[config.mk]
export PLATFORM = sky130hd
export DESIGN_NAME = sinc_decimator
export DESIGN_NICKNAME = d
export VERILOG_FILES = /design/src/rtl/sinc_decimator_pkg.sv /design/src/rtl/sinc_decimator_comb.sv /design/src/rtl/sinc_decimator_ctl.sv /design/src/rtl/sinc_decimator_dp.sv /design/src/rtl/sinc_decimator.sv
export SDC_FILE = /design/constraint.sdc
export NUM_CORES = 1
export LEC_CHECK = 0
export ABC_AREA = 1
export BUFFER_PORTS_ARGS = -buffer_cell sky130_fd_sc_hd__buf_2
export CORE_ASPECT_RATIO = 1.1
export CORE_MARGIN = 2
export CORE_UTILIZATION = 49
export CTS_BUF_LIST = sky130_fd_sc_hd__clkbuf_4 sky130_fd_sc_hd__clkbuf_8 sky130_fd_sc_hd__clkbuf_16
export DETAILED_ROUTE_END_ITERATION = 12
export GPL_TIMING_DRIVEN = 0
export PLACE_DENSITY = 0.64
export SYNTH_ARGS = -nofsm -noshare
export SYNTH_HDL_FRONTEND = slang
export SYNTH_SLANG_ARGS = --single-unit
[constraint.sdc]
create_clock -name clk -period 7.8 [get_ports clk]
set_input_delay 0.78 -clock clk [delete_from_list [all_inputs] [get_ports clk]]
set_output_delay 0.78 -clock clk [all_outputs]
set_load 0.01 [all_outputs]
[src/rtl/sinc_decimator_pkg.sv]
package sinc_decimator_pkg;

  localparam int PERIOD_W = 4;
  localparam int CNT_W    = 1 << PERIOD_W;

  typedef enum logic [1:0] {
    MODE_OFF   = 2'b00,
    MODE_SINC2 = 2'b01,
    MODE_SINC3 = 2'b10,
    MODE_RAW   = 2'b11
  } decMode_e;

  // strobes and held configuration passed from control to datapath
  typedef struct packed {
    logic                clear;
    logic                integrate;
    logic                snap;
    logic                snapValid;
    decMode_e            mode;
    logic [PERIOD_W-1:0] shiftAmt;
  } ctlStrobe_t;

endpackage

[src/rtl/sinc_decimator_comb.sv]
// One differencing stage. Working at the integrator width makes the
// subtraction modulo 2^ACC_W, so integrator wrap cancels out.
module sinc_decimator_comb #(
  parameter int ACC_W = 27
) (
  input  logic [ACC_W-1:0] curVal,
  input  logic [ACC_W-1:0] prevVal,
  output logic [ACC_W-1:0] diffVal
);

  assign diffVal = curVal - prevVal;

endmodule

[src/rtl/sinc_decimator_ctl.sv]
module sinc_decimator_ctl
  import sinc_decimator_pkg::*;
(
  input  logic                clk,
  input  logic                rstN,
  input  logic                enable,
  input  logic [1:0]          modeSel,
  input  logic [PERIOD_W-1:0] periodLog2,
  output ctlStrobe_t          ctl
);

  decMode_e            cfgMode;
  logic [PERIOD_W-1:0] cfgLog2;
  logic [CNT_W-1:0]    bitCnt;
  logic [CNT_W-1:0]    lastCnt;
  logic                snapPend;
  logic [1:0]          warmCnt;
  logic [1:0]          needWarm;
  logic                active;
  logic                atLast;

  assign active  = enable && (cfgMode != MODE_OFF);
  assign lastCnt = (CNT_W'(1) << cfgLog2) - CNT_W'(1);
  assign atLast  = (bitCnt == lastCnt);

  always_ff @(posedge clk or negedge rstN) begin
    if (!rstN) begin
      cfgMode  <= MODE_OFF;
      cfgLog2  <= '0;
      bitCnt   <= '0;
      snapPend <= 1'b0;
      warmCnt  <= '0;
    end else begin
      if (!enable) begin
        cfgMode <= decMode_e'(modeSel);
        cfgLog2 <= periodLog2;
      end
      if (!active) begin
        bitCnt   <= '0;
        snapPend <= 1'b0;
        warmCnt  <= '0;
      end else begin
        bitCnt   <= atLast ? '0 : bitCnt + CNT_W'(1);
        snapPend <= atLast;
        if (snapPend && (warmCnt < 2'd2)) warmCnt <= warmCnt + 2'd1;
      end
    end
  end

  always_comb begin
    case (cfgMode)
      MODE_SINC2: needWarm = 2'd1;
      MODE_SINC3: needWarm = 2'd2;
      default:    needWarm = 2'd0;
    endcase
  end

  always_comb begin
    ctl.clear     = !active;
    ctl.integrate = active;
    ctl.snap      = snapPend && active;
    ctl.snapValid = snapPend && active && (warmCnt >= needWarm);
    ctl.mode      = cfgMode;
    case (cfgMode)
      MODE_SINC2: ctl.shiftAmt = (cfgLog2 == '0) ? '0 : cfgLog2 - PERIOD_W'(1);
      MODE_SINC3: ctl.shiftAmt = cfgLog2;
      default:    ctl.shiftAmt = '0;
    endcase
  end

endmodule

[src/rtl/sinc_decimator_dp.sv]
module sinc_decimator_dp
  import sinc_decimator_pkg::*;
#(
  parameter int ACC_W = 27,
  parameter int OUT_W = 32
) (
  input  logic             clk,
  input  logic             rstN,
  input  logic             bitIn,
  input  ctlStrobe_t       ctl,
  output logic [OUT_W-1:0] sampleOut,
  output logic             sampleValid,
  output logic             periodDone
);

  localparam int STAGES = 3;
  localparam int PAD_W  = OUT_W - ACC_W;

  logic [ACC_W-1:0] integ     [STAGES];
  logic [ACC_W-1:0] integNext [STAGES];
  logic [ACC_W-1:0] combPrev  [STAGES];
  logic [ACC_W-1:0] stageVal  [STAGES+1];
  logic [ACC_W-1:0] filtered;
  logic [OUT_W-1:0] rawShift;
  logic [OUT_W-1:0] justified;

  // integrator cascade uses the freshly updated value of the previous stage
  always_comb begin
    integNext[0] = integ[0] + {{(ACC_W-1){1'b0}}, bitIn};
    for (int s = 1; s < STAGES; s++) integNext[s] = integ[s] + integNext[s-1];
  end

  assign stageVal[0] = (ctl.mode == MODE_SINC3) ? integ[2] : integ[1];

  for (genvar g = 0; g < STAGES; g++) begin : g_comb
    sinc_decimator_comb #(.ACC_W(ACC_W)) u_comb (
      .curVal (stageVal[g]),
      .prevVal(combPrev[g]),
      .diffVal(stageVal[g+1])
    );
  end

  assign filtered  = (ctl.mode == MODE_SINC3) ? stageVal[3] : stageVal[2];
  assign justified = {{PAD_W{1'b0}}, filtered} >> ctl.shiftAmt;

  always_ff @(posedge clk or negedge rstN) begin
    if (!rstN) begin
      for (int s = 0; s < STAGES; s++) begin
        integ[s]    <= '0;
        combPrev[s] <= '0;
      end
      rawShift    <= '0;
      sampleOut   <= '0;
      sampleValid <= 1'b0;
      periodDone  <= 1'b0;
    end else if (ctl.clear) begin
      for (int s = 0; s < STAGES; s++) begin
        integ[s]    <= '0;
        combPrev[s] <= '0;
      end
      rawShift    <= '0;
      sampleOut   <= '0;
      sampleValid <= 1'b0;
      periodDone  <= 1'b0;
    end else begin
      if (ctl.integrate) begin
        for (int s = 0; s < STAGES; s++) integ[s] <= integNext[s];
        rawShift <= {rawShift[OUT_W-2:0], bitIn};
      end
      periodDone  <= ctl.snap;
      sampleValid <= ctl.snapValid;
      if (ctl.snap) begin
        for (int s = 0; s < STAGES; s++) combPrev[s] <= stageVal[s];
        sampleOut <= (ctl.mode == MODE_RAW) ? rawShift : justified;
      end
    end
  end

endmodule

[src/rtl/sinc_decimator.sv]
module sinc_decimator
  import sinc_decimator_pkg::*;
#(
  parameter int ACC_W = 27,
  parameter int OUT_W = 32
) (
  input  logic                clk,
  input  logic                rstN,
  input  logic                enable,
  input  logic                bitIn,
  input  logic [1:0]          modeSel,
  input  logic [PERIOD_W-1:0] periodLog2,
  output logic [OUT_W-1:0]    sampleOut,
  output logic                sampleValid,
  output logic                periodDone
);

  ctlStrobe_t ctlBus;
  decMode_e   cfgModeTap;

  assign cfgModeTap = ctlBus.mode;

  sinc_decimator_ctl u_ctl (
    .clk       (clk),
    .rstN      (rstN),
    .enable    (enable),
    .modeSel   (modeSel),
    .periodLog2(periodLog2),
    .ctl       (ctlBus)
  );

  sinc_decimator_dp #(.ACC_W(ACC_W), .OUT_W(OUT_W)) u_dp (
    .clk        (clk),
    .rstN       (rstN),
    .bitIn      (bitIn),
    .ctl        (ctlBus),
    .sampleOut  (sampleOut),
    .sampleValid(sampleValid),
    .periodDone (periodDone)
  );

endmodule

==> flow_summary.ini <==
[power]
ir_drop_mv = 0.400
p_per_area_nw_per_um2 = 322
total_power_w = 0.00691
p_leak_nw = 11.2

[logic_synthesis]
syn_avg_cell_area_um2 = 7.04
yosysSeqAreaShare_pct = 32.8
ys_top_cells_by_area = dfrtp_1 (33%), nand2_1 (13%), ha_1 (9.3%)
synth-seq-cells = 253
synth_edf_count = 0
synth.net_count = 2900
syn_inst = 2742
async_flop_share_pct = 100
synth_area_leader_cell = dfrtp_1
synthTopCellsByCount = nand2_1 (657), inv_1 (395), dfrtp_1 (253), nand3_1 (228), nor2_1 (225)
yosysMostFrequentCell = nand2_1
synthFlopType = dfrtp_1
netlist_area_um2 = 19300
synth_cell_types = 61
synth_warnings = 0
synth_top_area_share_pct = 32.8

[worst_hold_path]
hold_class = primary input to asynchronous set/reset pin

[layout]
syn_to_final_growth_pct = 11.1
fin_area_um2 = 21500
nNetsFinal = 2979
antenna_cells = 0
finish.utilization_pct = 55.0
drive_gt1_share_pct = 7.14

[clocking]
cts_sinks = 253
cts_max_level = 1
max-clock-path-buffers = 3
clkSlewWorstSetupHoldPaths_ns = 0.07
cts_root_buffer = clkbuf_16
cts_buffers = 30
cts_tree = yes
hold_buffers = 0
clkLatencyLatePin_ns = 0.57

[route]
via_per_inst = 5.43
dr_total_vias = 18200
drc_errors = 0
drtAntennaViolNets = 0
wl_per_cell_um = 16.9
drt_pre_antenna_iters = 5
drt_iter0_drc = 1159
wirelength_mm = 56.6

[worst_setup_path]
critPathMostFrequentCell = nand2_1
required_ns = 8.26
arrival_ns = 7.82
path_max_fanout = 15
cp_slowest_stage_delay_ns = 0.40
critPathLaunchType = flip-flop
endpoint_kind = flip-flop
path_class = flip-flop to flip-flop
crit_slowest_cell = dfrtp_1
rr_worst_depth = 42

[die]
fp.dieArea_um2 = 41000
fp-row-count = 76
core-area_um2 = 39000
dieWidth_um = 193
initial_utilization_pct = 49.5
die_y_um = 212
top_level_ports = 44

[run]
maxCapViolCount = 0

[sta]
tightest_slew_ns = 0.859
fin_crit_sh_pct = 94.3
final_hold_viol_count = 0
fmax_mhz = 136
hold_slack_ns = 0.0498
period_minus_slack_ns = 7.36
maxSlewHeadroom_pct = 42.7
slew_viol_final = 0
final-setup-viol-count = 0
skew_ns = 0.0126
fin_tns_setup_ns = 0

[placed_design]
dp_hpwl_mm = 44.7
dpl_cell_area_um2 = 20200
place_congestion = 0.948
io_buffer_count = 43

[global_routing]
grt_pass1_vias = 17800
track_usage_pct = 27.2
antenna_found_initial = 0
overflow = 0
grt_pass1_wl_mm = 90.9
grt_max_degree = 121

[run_status]
run_status = finished clean
## cell families after synthesis
| family | after synthesis | synth area share [%] |
|---|---|---|
| xor+xnor | 125 | 5.71 |
| simple gates | 1249 | 28.0 |
| mux | 3 | 0.156 |
| compound gates | 485 | 13.9 |
| flops | 253 | 32.8 |
| fa+ha+maj | 148 | 9.78 |
| buf+inv | 479 | 9.61 |
## routing by layer
layer  track usage, %  share of wire, %
met3             2.41               3.5
met2             47.9                48
met4             8.08               2.7
met1             35.7                45
met5                0                 0
## final timing paths
| path | from | end | slack (ns) |
|---|---|---|---|
| max in group asynchronous | rstN | u_dp.rawShift[11] | 6.88 |
| worst max register to register | u_ctl.cfgMode[0] | u_dp.sampleOut[21] | 0.44 |
| worst min register to register | u_dp.sampleOut[14] | u_dp.sampleOut[14] | 0.48 |
| worst min-delay path | rstN | u_dp.combPrev[25] | 0.05 |
| worst max-delay path | u_ctl.cfgMode[0] | u_dp.sampleOut[21] | 0.44 |
| min in group clk | periodLog2[0] | u_ctl.cfgLog2[0] | 0.42 |
## per-stage QoR
stage | std cells | setup slack, ns
finish | 3352 | 0.444
detailed placement | 3294 | -0.601
floorplan | 2742 | 1.61
global placement | 3292 | -0.527
CTS | 3348 | 0.00130
global route | 3352 | -0.0144
## power breakdown
group | internal [W] | total (W) | leakage (nW) | switching [W]
Combinational | 0.00126 | 0.00403 | 7.09 | 0.00278
Sequential | 0.00132 | 0.00133 | 3.52 | 0.00000765
Clock | 0.000968 | 0.00155 | 0.553 | 0.000582
Total | 0.00355 | 0.00691 | 11.2 | 0.00337
## registers in the layout (all words and copies together) (netlist names)
name / count
u_dp.combPrev: 81
u_dp.integ: 81
u_dp.rawShift: 32
u_dp.sampleOut: 32
u_ctl.bitCnt: 16
u_ctl.cfgLog2: 4
u_ctl.cfgMode: 2
u_ctl.warmCnt: 2
u_ctl.snapPend: 1
u_dp.periodDone: 1
u_dp.sampleValid: 1
## repair_timing
item | 4_1_cts | 5_1_grt
gates resized for setup | 6 | 35
endpoints found under the hold margin | 0 | 0
pin swaps | 0 | 0
setup buffers | 0 | 4
setup endpoints to repair | 26 | 26
## cell usage in the layout (no fill, tap or decap), types with 13 or more instances in the layout
cell type    n
nand2_1    657
inv_1      393
dfrtp_1    253
nand3_1    226
nor2_1     225
a21oi_1    180
o21ai_0    180
ha_1       142
xor2_1      95
buf_2       55
clkbuf_1    39
nor3_1      37
clkbuf_16   31
xnor2_1     29
nand4_1     28
o22ai_1     25
nand3b_1    14
o21ai_1     14
o21bai_1    13
## critical path: cells and delay by family (launching register included)
kind | cells | cell delay [ns]
adders and majority gates | 4 | 1.30
buffers and inverters | 7 | 0.83
xor gates and xnor gates | 1 | 0.27
DFF | 1 | 0.40
AOI/OAI and AO/OA | 9 | 1.77
and+or+nand+nor | 21 | 2.61
## layout make-up
class	count	area, µm²
Clock inverter	14	201
Inverter	406	1530
Clock buffer	42	902
Sequential cell	253	6330
Fill cell	3849	17500
Buffer	71	358
Timing Repair Buffer	49	310
Multi-Input combinational cell	2010	11200
Tap cell	507	634
Note: power is estimated with default switching activity, not from simulation.
